## config.mk

```make
export PLATFORM = sky130hd
export DESIGN_NAME = cla_adder16
export DESIGN_NICKNAME = d
export VERILOG_FILES = /design/src/rtl/cla_pkg.sv /design/src/rtl/cla_bit_pg.sv /design/src/rtl/cla_lookahead.sv /design/src/rtl/cla_slice.sv /design/src/rtl/cla_adder16.sv
export SDC_FILE = /design/constraint.sdc
export NUM_CORES = 1
export LEC_CHECK = 0
export BUFFER_PORTS_ARGS = -buffer_cell sky130_fd_sc_hd__clkbuf_2
export CAP_MARGIN = 10
export CORE_MARGIN = 8
export CORE_UTILIZATION = 40
export DETAILED_ROUTE_END_ITERATION = 10
export PLACE_DENSITY = 0.81
export SLEW_MARGIN = 20
export SYNTH_ARGS = -nofsm -noshare
export SYNTH_HDL_FRONTEND = slang
export SYNTH_SLANG_ARGS = --single-unit
```

## constraint.sdc

```tcl
create_clock -name vclk -period 2.1
set_input_delay 0.105 -clock vclk [all_inputs]
set_output_delay 0.105 -clock vclk [all_outputs]
set_load 0.02 [all_outputs]
```

## src/rtl/cla_pkg.sv

```systemverilog
package cla_pkg;
  // generate/propagate pair for one bit or one group
  typedef struct packed {
    logic p;
    logic g;
  } pg_pair_t;

  localparam int unsigned DEF_SLICE_W    = 4;
  localparam int unsigned DEF_NUM_SLICES = 4;
endpackage

```

## src/rtl/cla_bit_pg.sv

```systemverilog
module cla_bit_pg
  import cla_pkg::*;
#(
  parameter int unsigned W = 4
) (
  input  logic [W-1:0]     a_i,
  input  logic [W-1:0]     b_i,
  output pg_pair_t [W-1:0] pg_o
);
  for (genvar gi = 0; gi < W; gi++) begin : g_bit
    assign pg_o[gi].p = a_i[gi] ^ b_i[gi];
    assign pg_o[gi].g = a_i[gi] & b_i[gi];
  end
endmodule

```

## src/rtl/cla_lookahead.sv

```systemverilog
// Flattened two-level lookahead: every carry is an OR of AND terms built
// directly from the generate/propagate inputs and the carry-in.
module cla_lookahead #(
  parameter int unsigned N = 4
) (
  input  logic [N-1:0] p_i,
  input  logic [N-1:0] g_i,
  input  logic         cin_i,
  output logic [N:0]   carry_o,
  output logic         grp_p_o,
  output logic         grp_g_o
);
  logic [N-1:0] gen_only;
  logic [N-1:0] all_prop;
  logic         prod;
  logic         sop;

  always_comb begin
    gen_only = '0;
    all_prop = '0;
    prod     = 1'b0;
    sop      = 1'b0;
    for (int i = 0; i < N; i++) begin
      sop = 1'b0;
      for (int j = 0; j <= i; j++) begin
        prod = g_i[j];
        for (int k = j + 1; k <= i; k++) begin
          prod = prod & p_i[k];
        end
        sop = sop | prod;
      end
      gen_only[i] = sop;
      prod = 1'b1;
      for (int k = 0; k <= i; k++) begin
        prod = prod & p_i[k];
      end
      all_prop[i] = prod;
    end
  end

  assign carry_o[0] = cin_i;
  for (genvar gi = 0; gi < N; gi++) begin : g_carry
    assign carry_o[gi+1] = gen_only[gi] | (all_prop[gi] & cin_i);
  end

  assign grp_p_o = all_prop[N-1];
  assign grp_g_o = gen_only[N-1];
endmodule

```

## src/rtl/cla_slice.sv

```systemverilog
module cla_slice
  import cla_pkg::*;
#(
  parameter int unsigned W = 4
) (
  input  logic [W-1:0] a_i,
  input  logic [W-1:0] b_i,
  input  logic         cin_i,
  output logic [W-1:0] sum_o,
  output logic         grp_p_o,
  output logic         grp_g_o
);
  pg_pair_t [W-1:0] bit_pg;
  logic [W-1:0]     p_vec;
  logic [W-1:0]     g_vec;
  logic [W:0]       carry;

  cla_bit_pg #(.W(W)) u_pg (
    .a_i  (a_i),
    .b_i  (b_i),
    .pg_o (bit_pg)
  );

  for (genvar gi = 0; gi < W; gi++) begin : g_split
    assign p_vec[gi] = bit_pg[gi].p;
    assign g_vec[gi] = bit_pg[gi].g;
    assign sum_o[gi] = bit_pg[gi].p ^ carry[gi];
  end

  cla_lookahead #(.N(W)) u_la (
    .p_i     (p_vec),
    .g_i     (g_vec),
    .cin_i   (cin_i),
    .carry_o (carry),
    .grp_p_o (grp_p_o),
    .grp_g_o (grp_g_o)
  );
endmodule

```

## src/rtl/cla_adder16.sv

```systemverilog
module cla_adder16
  import cla_pkg::*;
#(
  parameter  int unsigned SLICE_W    = DEF_SLICE_W,
  parameter  int unsigned NUM_SLICES = DEF_NUM_SLICES,
  localparam int unsigned WIDTH      = SLICE_W * NUM_SLICES
) (
  input  logic [WIDTH-1:0] a_i,
  input  logic [WIDTH-1:0] b_i,
  input  logic             c_i,
  output logic [WIDTH-1:0] sum_o,
  output logic             c_o,
  output logic             grp_p_o,
  output logic             grp_g_o
);
  logic [NUM_SLICES-1:0] slice_p;
  logic [NUM_SLICES-1:0] slice_g;
  logic [NUM_SLICES:0]   slice_cin;

  for (genvar gs = 0; gs < NUM_SLICES; gs++) begin : g_slice
    cla_slice #(.W(SLICE_W)) u_slice (
      .a_i     (a_i[gs*SLICE_W +: SLICE_W]),
      .b_i     (b_i[gs*SLICE_W +: SLICE_W]),
      .cin_i   (slice_cin[gs]),
      .sum_o   (sum_o[gs*SLICE_W +: SLICE_W]),
      .grp_p_o (slice_p[gs]),
      .grp_g_o (slice_g[gs])
    );
  end

  // second-level unit: same equations, group terms in place of bit terms
  cla_lookahead #(.N(NUM_SLICES)) u_top_la (
    .p_i     (slice_p),
    .g_i     (slice_g),
    .cin_i   (c_i),
    .carry_o (slice_cin),
    .grp_p_o (grp_p_o),
    .grp_g_o (grp_g_o)
  );

  assign c_o = slice_cin[NUM_SLICES];
endmodule

```

==> metrics list, run 1 <==
* Via count of the first global-routing pass: 1095
- Final antenna diode count: 0
- Post-Synthesis Cells: 120
- Synth top area share: 22.3%
- Worst path most repeated cell: a21oi_2
* Mux share of post-synthesis cell area: 1.26%
- Final Max Tran Viols: 0
* Total power per unit cell area: 395 mW/mm^2
- Detailed routing placed a total of 256 um of wire on met3.
- Slowest cell on the critical path: fa_2
* First-pass GRT wire length: 4.54 mm
* Relative contribution of sequential cells to total power: 0%
* Yosys Warn Count: 0
- Number of max-cap violations: 0
- Leftover overflow at the end of global routing: 0
- The share of total power dissipated in the clock network is 0%.
* Count of unresolved DRC violations after routing: 0
- Die height: 63.4 um
- Critical-path cell list: clkbuf_2 > ha_4 > nand4_1 > or2_1 > a21oi_2 > nor2_2 > inv_2 > a21oi_2 > fa_2 > inv_1 > buf_4
- Counting every net in the synthesized netlist gives 173.
* Status: finished with violations
* Leading cell types by total area after synthesis: ha_1, fa_1, a21oi_1, inv_1, o21ai_0
* Maximum vdd ir drop: 0.207 mV
- Setup violations remaining at the end of the flow were counted as 2.
- Top-level I/O count: 52
- By area, the combinational part of the netlist is dominated by compound AO/OA/AOI/OAI gates.
* Vias per inst: 5.62
- Number of library cell types mapped by synthesis: 39
- XOR/XNOR share of the synthesized area: 7.81%
- Placement Setup Slack: -140 ps
- After the first detailed-routing iteration, the DRC count stood at 59.
- After detailed routing, the average wire length per cell comes to 14.6 um.
- The setup path with the least slack is of type input port to output port.
- Netlist area before placement: 897 sq um
* Post-synthesis sequential area ratio: 0%
- Across all setup checks in the final design, the least slack found is -35.7 ps.
- Post-synthesis cell type with the largest combined area: ha_1
* Startpoint types: input port
- Summing the areas of all fa, ha and maj instances in the mapped netlist gives 31.2% of the synthesized area.
- Synth Area in Compound Gates: 32.5%
* Synth Area in Simple Gates: 20.1%
- The floorplan step set the die width to 63.4 um.
* Leakage power figure: 0.693 nW
* Port Buf Inserts: 52
- Hold violation count in the final report: 0
- Total Wirelength: 3.11 mm
- Endpoint type of the worst setup path: output port
- Worst-Margin Slew: 301 ps
* Violations in the final reports: negative setup slack
- HPWL after detailed placement: 2.54 mm
- Proportion of layout cells with a drive suffix above 1: 45.9%
* Detailed-routing iteration count for the pre-antenna-repair pass: 4
- Number of nets still failing antenna checks after routing: 0
- In this run the tightest slew margin relative to its limit is 79.7%.
* Number of clock buffers in the layout: 0
- Total vias in the final route: 1198
- The die covers 0.00401 sq mm.
- Hold Path Class: input port to output port
- The top cell types in the final layout, fill and taps aside, are clkbuf_2, buf_4, ha_1, inv_1, a21oi_1.
- Data on the critical path is required at its endpoint by 2000 ps.
- Achievable Freq: 468 MHz
- In the detailed route, the total length drawn on met2 is 1.67 mm.
- Largest net degree at the start of global routing: 8
- The congestion estimate from routability-driven global placement came to 0.859.
- After detailed routing, the wire length on met1 is 1.15 mm.
- After floorplanning, the core was divided into 17 placement rows.
- Number of fill cells: 195
- Highest routed metal layer: met4
* Tcrit/Tclk final: 102%
- Of all nets on the critical path, the largest fanout is 4.
* Proportion of power drawn by combinational gates: 100.0%
- Data on the critical path arrives at its endpoint at 2030 ps.
- Worst hold-check slack: 620 ps
* Core area: 0.00217 sq mm
* Total global routing track utilization: 12.6%
* Area of the multi-input gates: 902 sq um
- The internal power of the cells totals 236 uW.
* Avg Inst Size Synth: 7.48 sq um
* Power spent charging and discharging nets: 304 uW
- The initial antenna violation count was 0.
* Area growth, synth to finish: 52.6%
- CP max stage delay: 520 ps
* Period minus WS final: 2140 ps
- Sequential cell count: 0
- The net count of the finished layout is 240.
- Effective utilization at floorplan: 41.3%
- In the final layout, flip-flops and latches occupy 0 sq um.
* Switching power as a share of total power: 56.3%
* Most common cell after layout, fill and taps aside: clkbuf_2
[through the flow]
step	cells	utilization [%]	total power, mW	setup TNS [ps]	area, sq um
detailed placement	211	58.9	0.500	-202	1280
finish	213	63.1	0.540	-37.3	1370
floorplan	120	-	0.328	0	905
global placement	211	58.9	0.485	-59.9	1280
CTS	211	60.5	0.519	0	1310
global route	213	63.1	0.582	-184	1370
[worst paths after layout]
kind   start        end  slack (ps)  cells after the start
min      c_i        c_o         620                      4
max   a_i[1]  sum_o[12]         -40                     11
[cells in the mapped netlist (2+ instances only)]
master	number
a21boi_0	2
a21o_1	3
a21oi_1	14
and2_1	2
fa_1	4
ha_1	16
inv_1	12
nand2_1	6
nand3_1	2
nand4_1	4
nor2_1	8
nor3_1	3
o211ai_1	3
o21a_1	4
o21ai_0	7
xnor2_1	4
xor2_1	4
[power groups by stage]
stage | combinational, mW | sequential [mW] | clock, mW
6_report | 0.540 | 0 | 0
5_1_grt | 0.582 | 0 | 0
4_1_cts | 0.519 | 0 | 0
3_5_place_dp | 0.500 | 0 | 0
3_3_place_gp | 0.485 | 0 | 0
2_1_floorplan | 0.328 | 0 | 0
[cell type report]
class                      count  area share [%]
multi-input combinational    106            65.9
tap                           28            2.56
inverter                      12            3.29
timing repair buffer          67            28.2
[cell families after synthesis]
family          after synthesis
compound gates               44
simple gates                 33
fa+ha+maj                    20
buf+inv                      14
xor+xnor                      8
mux                           1
[critical path: cells and delay by family]
kind                       cells  cell delay [ps]
AOI/OAI and AO/OA              2              250
adders and majority gates      2              800
buffers and inverters          4              370
and+or+nand+nor                3              520
[metal layers]
metal / vias up / GRT usage, %
li1: 586 / -
met1: 534 / 12.5
met2: 74 / 26.9
met3: 4 / 2.65
met4: 0 / 0
met5: - / 0
[repair_timing]
action / CTS / global route
pin swaps: 0 / 6
resized for setup: 7 / 11
buffers inserted: 0 / 2
setup endpoints to repair: 3 / 4
gates cloned: 0 / 0
hold buffers: 0 / 0
Power figures use the tool's default switching activity.
==> run 2, diff against run 1 <==
--- a/config.mk
+++ b/config.mk
@@ -5,12 +5,13 @@
 export SDC_FILE = /design/constraint.sdc
 export NUM_CORES = 1
 export LEC_CHECK = 0
+export ABC_AREA = 1
 export BUFFER_PORTS_ARGS = -buffer_cell sky130_fd_sc_hd__clkbuf_2
 export CAP_MARGIN = 10
 export CORE_MARGIN = 8
 export CORE_UTILIZATION = 40
 export DETAILED_ROUTE_END_ITERATION = 10
-export PLACE_DENSITY = 0.81
+export PLACE_DENSITY = 0.84
 export SLEW_MARGIN = 20
 export SYNTH_ARGS = -nofsm -noshare
 export SYNTH_HDL_FRONTEND = slang
==> run 2 against run 1 <==
The flow now finishes without violations; wire length decreased by 35%; non-clock buffer count fell by 15; fmax increased by 7.7%; cell count decreased by 8.0%; worst hold slack gained 9.3 ps; sequential share of layout area stayed put; sequential cell count unchanged; design area shrank 20%; area after synthesis shrank 12%; highest routed layer is now met3; critical endpoint is now sum_o[13]; largest cell class unchanged.
==> metrics list, run 2 <==
- Chip width: 60.4 um
- Cells fill 57.2% of the core in the end.
* Setup Crit Path Kind: input port to output port
- First-pass GRT wire length: 3.27 mm
* Critical path data required time: 2000 ps
- Setup total negative slack on the finished layout was measured at 0 ps.
* Effective utilization at floorplan: 41.4%
- Sequential cell count: 0
- Worst-Margin Slew: 223 ps
* Detailed-routing iteration count for the pre-antenna-repair pass: 3
* Post-cts repair resize count: 0
- The synthesized netlist occupies a cell area of 787 sq um.
* Crit Path Max Fanout: 3
- Post-CTS setup buffers: 0
- Per report_power, the combinational group accounts for 100.0% of the total.
* Setup violations, final: 0
- The run finished with clean final reports.
- Hold violation count in the final report: 0
- Final antenna diode count: 0
- Placement Setup Slack: 89.1 ps
- Tcrit/Tclk final: 94.5%
- Synthesis produced a netlist with a net count of 170.
- Post-synthesis sequential area ratio: 0%
- Via count of the first global-routing pass: 870
* Setup repair after global routing missed its margin: no
- The count of final max-slew check failures came to 0.
* CP bufs+invs: 4
* Count of unresolved DRC violations after routing: 0
- Count of cells along the worst hold path: 4
- For this design, the CTS-stage hold fixing added 0 buffers.
* Leading cell types by total area after synthesis: ha_1, nand2_1, fa_1, inv_1, nand2_2
* Global placer's final weighted congestion: 0.749
- Cell count along the critical path: 14
* Initial DRC Count: 8
* Proportion of layout cells with a drive suffix above 1: 43.8%
- Std-Cell Rows: 16
- Critical-path cell list: clkbuf_2 > ha_1 > nand2_2 > inv_2 > nand2_1 > nand2_1 > nand2_1 > nand3_2 > nand2_2 > nand2_2 > inv_1 > fa_1 > xnor2_1 > clkbuf_2
* CP max stage delay: 370 ps
* Total global routing track utilization: 10.6%
- Startpoint types: input port
- After detailed routing, the number of vias per cell comes to 4.57.
* Worst path arrival time: 1880 ps
- The count of nets left with antenna violations once routing finished came out at 0.
- The average instance in the mapped netlist occupies 6.73 sq um.
- Largest net degree at the start of global routing: 6
- Across the run, the number of max-cap violations was 0.
- Largest family of logic cells by synthesized area: adder cells
- The wire-length estimate of the detail-placed layout is 1.96 mm.
- Floorplan die area: 0.00364 sq mm
* Post-Synthesis Cells: 117
- Period minus WS final: 1980 ps
- For this design, the slowest cell found on the critical path is fa_1.
- The region available for standard cell placement spans 0.00190 sq mm.
* Total Wirelength: 2.02 mm
- Switching power as a share of total power: 62.3%
- Total vias in the final route: 896
- Relative contribution of sequential cells to total power: 0%
* Gate family responsible for the most delay along the worst path: adder cells
* Hold Path Class: input port to output port
- Ranked by instance count, the synthesized netlist is headed by nand2_1, inv_1, ha_1, nand2_2, a21oi_1.
- For this run, the number of Yosys warnings is 0.
- Internal Power: 152 uW
- At the end of the flow, the number of nets in the layout was 224.
- Port buffering added 52 buffers.
- Leakage power figure: 0.663 nW
* Mux share of post-synthesis cell area: 0%
* Die height: 60.4 um
* Power after layout: 404 uW
- Post-synthesis cell type with the largest combined area: ha_1
* Synth Area in Simple Gates: 33.9%
- Most frequent cells in the layout: clkbuf_2, nand2_1, inv_1, ha_1, nand2_2
- Achievable Freq: 504 MHz
- The area growth from synthesis to layout is 38.3%.
- Clk network pwr share: 0%
- Summing the areas of all xor and xnor instances in the mapped netlist gives 10.0% of the synthesized area.
- Across all setup checks in the final design, the least slack found is 116 ps.
- Power spread over the standard cell area amounts to 371 mW/mm^2.
- Of the total synthesized cell area, the portion taken by full adders, half adders and majority gates is 35.6%.
* Synth top area share: 25.4%
* Maximum vdd ir drop: 0.200 mV
* Endpoint type of the worst setup path: output port
- The total overflow left after global routing is 0.
* Most common cell in the synthesized netlist: nand2_1
- Number of library cell types mapped by synthesis: 21
* Avg WL per Cell: 10.3 um
- The initial antenna violation count is 0.
- The sequential cells in the finished layout cover a total of 0 sq um.
- Top-level I/O count: 52
- Synth Area in Compound Gates: 10.0%
- Most common cell after layout, fill and taps aside: clkbuf_2
- Summed over all nets, the switching power comes to 251 uW.
* Number of clock buffers in the layout: 0
* Relative max-transition margin: 85.1%
run 2: per-layer routing:
metal	global-route usage, %	vias up	part of all wire [%]
met5	0	-	0
met4	0	0	0
met3	2.33	0	11
met2	21.8	29	51
met1	11.0	390	39
li1	-	477	-
run 2: final cells by class:
type / instances / area [sq um]
Multi-Input combinational cell: 95 / 712
Timing Repair Buffer: 52 / 260
Tap cell: 27 / 33.8
Inverter: 22 / 82.6
Fill cell: 192 / 813
run 2: final timing paths:
kind  startpoint   endpoint  slack (ps)
max       a_i[3]  sum_o[13]         120
min          c_i        c_o         630
run 2: power groups by stage:
stage	sequential [mW]	combinational [mW]	clock, mW
after floorplan	0	0.279	0
after global placement	0	0.396	0
after detailed placement	0	0.406	0
after CTS	0	0.407	0
after global routing	0	0.447	0
final	0	0.404	0
run 2: logic make-up (layout without fill, tap and decap cells):
group / after synthesis / after routing
AO/OA/AOI/OAI: 13 / 13
XOR/XNOR: 9 / 9
adder cells (fa/ha/maj): 20 / 20
buffers and inverters: 22 / 74
AND/OR/NAND/NOR: 53 / 53
run 2: through the flow:
step | instances | instance area [sq um] | hold slack (ps)
3_5_place_dp | 196 | 1080 | 636
4_1_cts | 196 | 1080 | 637
6_report | 196 | 1090 | 629
3_3_place_gp | 196 | 1080 | 634
2_1_floorplan | 117 | 787 | 419
5_1_grt | 196 | 1090 | 669
==> run 3, diff against run 2 <==
--- a/config.mk
+++ b/config.mk
@@ -12,6 +12,7 @@
 export CORE_UTILIZATION = 40
 export DETAILED_ROUTE_END_ITERATION = 10
 export PLACE_DENSITY = 0.84
+export RECOVER_POWER = 100
 export SLEW_MARGIN = 20
 export SYNTH_ARGS = -nofsm -noshare
 export SYNTH_HDL_FRONTEND = slang
==> run 3 against run 2 <==
Core utilization shrank 0.99 points; fmax is essentially flat; clock-buffer cell count is the same; non-clock buffer count is the same; highest routed layer unchanged; sequential share of layout area is the same; worst hold slack gained 16 ps; wire length is essentially flat; largest cell class unchanged; design area shrank 1.7%; global-route usage is the same; die area is the same.
==> metrics list, run 3 (same netlist as run 2, synthesis figures left out) <==
- The run finished with clean final reports.
- Entering global routing, the biggest net connects 6 pins.
- Top-level I/O count: 52
- Via count of the first global-routing pass: 870
* Maximum vdd ir drop: 0.190 mV
- At the worst endpoint, the required time is 2000 ps.
- Worst path arrival time: 1880 ps
- In this run the post-CTS setup repair buffer count came out at 0.
- Hold Path Class: input port to output port
- Count of cells along the worst hold path: 4
* Core area: 0.00190 sq mm
- Number of nets still failing antenna checks after routing: 0
- The die covers 0.00364 sq mm.
- The library cells used most frequently in the layout, excluding fill and tap cells, are clkbuf_2, nand2_1, inv_1, ha_1, clkbuf_1.
- Worst-Margin Slew: 277 ps
- Tcrit/Tclk final: 94.4%
- Area growth, synth to finish: 35.9%
- Number of clock buffers in the layout: 0
- In this run the worst path has a maximum fanout of 3.
- Period minus WS final: 1980 ps
- For this run the aggregate overflow at the end of global routing stands at 0.
- Sequential Area: 0 sq um
- The critical path in this run is classified as input port to output port.
* Number of max-cap violations: 0
- The worst setup path is launched from an input port.
* Avg WL per Cell: 10.3 um
- Headroom to the max-slew limit came out at 81.6%.
- Final antenna diode count: 0
- The analysis attributes to cell leakage a power of 0.618 nW.
* Placed cell areas: 0.00108 sq mm
- Sequential cell count: 0
- The initial utilization of the core area, before any placement, comes to 41.4%.
- Die height: 60.4 um
- The HPWL after detailed placement is 1.96 mm.
* Total global routing track utilization: 10.6%
* Std-Cell Rows: 16
- Proportion of layout cells with a drive suffix above 1: 34.9%
* Finished layout cell area: 0.00107 sq mm
* Hold violation count in the final report: 0
- Setup repair after global routing missed its margin: no
- Dividing total power by cell area gives a power density of 364 mW/mm^2.
- Leaving out fill and tap cells, the most frequent cell in the layout is clkbuf_2.
* Detailed-routing iteration count for the pre-antenna-repair pass: 3
- Number of nets at the end of the flow: 224
- Summed over all failing endpoints, the final setup total negative slack is 0 ps.
- Initial DRC Count: 12
- The count of final max-slew check failures is 0.
- Routability-driven placement finished with a final weighted congestion of 0.749.
- STA classifies the critical path endpoint as an output port.
* First-pass GRT wire length: 3.27 mm
* Count of unresolved DRC violations after routing: 0
- Number of antenna violations at the first check in global routing: 0
- Setup violations remaining at the end of the flow were counted as 0.
* Total vias in the final route: 899
- Input and output buffers added on the ports amount to 52.
- The worst hold path begins at c_i.
- Chip width: 60.4 um
- Total Wirelength: 2.02 mm
* Worst hold-check slack: 645 ps
* Achievable Freq: 505 MHz
* Vias per inst: 4.59
- For hold timing, the worst endpoint is c_o.
## run 3: cell counts in the layout (fill, tap and decap cells not counted)
No cell type changed its count.
## run 3: how the worst max path moves through the flow
stage	from	endpoint	slack, ps	cells past startpoint
after floorplan	a_i[3]	sum_o[13]	220	10
after global placement	a_i[5]	sum_o[13]	140	12
after detailed placement	a_i[3]	sum_o[13]	90	12
after CTS	a_i[5]	sum_o[13]	90	12
after global routing	a_i[3]	sum_o[13]	1	14
final	a_i[3]	sum_o[13]	120	14
## run 3: area by class of cell
type               count  area [sq um]
repair buffers        52           241
inverters             22          82.6
fillers              204           832
well taps             27          33.8
multi-input cells     95           712
## run 3: what timing repair did
action / 4_1_cts / 5_1_grt
hold buffers: 0 / 0
resized for setup: 0 / 2
endpoints found under the setup margin: 0 / 1
## run 3: routing by layer
metal	track usage (%)	up-vias	part of all wire (%)
met5	0	-	0
met4	0	0	0
met3	2.33	0	10
met2	21.8	29	51
met1	11.0	393	39
li1	-	477	-
## run 3: metrics by stage
| stage | instances | power, mW | util [%] | setup WS, ps |
|---|---|---|---|---|
| global placement | 196 | 0.396 | 56.8 | 140 |
| global route | 196 | 0.434 | 56.3 | 1.14 |
| detailed placement | 196 | 0.406 | 56.8 | 89.1 |
| floorplan | 117 | 0.279 | - | 222 |
| CTS | 196 | 0.407 | 56.8 | 85.1 |
| finish | 196 | 0.389 | 56.3 | 118 |
## run 3: worst max-delay path: stages
cell and delay [ps]:
clkbuf_2 80, ha_1 330, nand2_2 100, inv_2 50, nand2_1 60, nand2_1 60, nand2_1 70, nand3_2 100
nand2_2 60, nand2_2 80, inv_1 60, fa_1 370, xnor2_1 160, clkbuf_2 190
## run 3: power by group
group	internal (mW)	switching, mW
Clock	0	0
Combinational	0.138	0.251
Sequential	0	0
Total	0.138	0.251
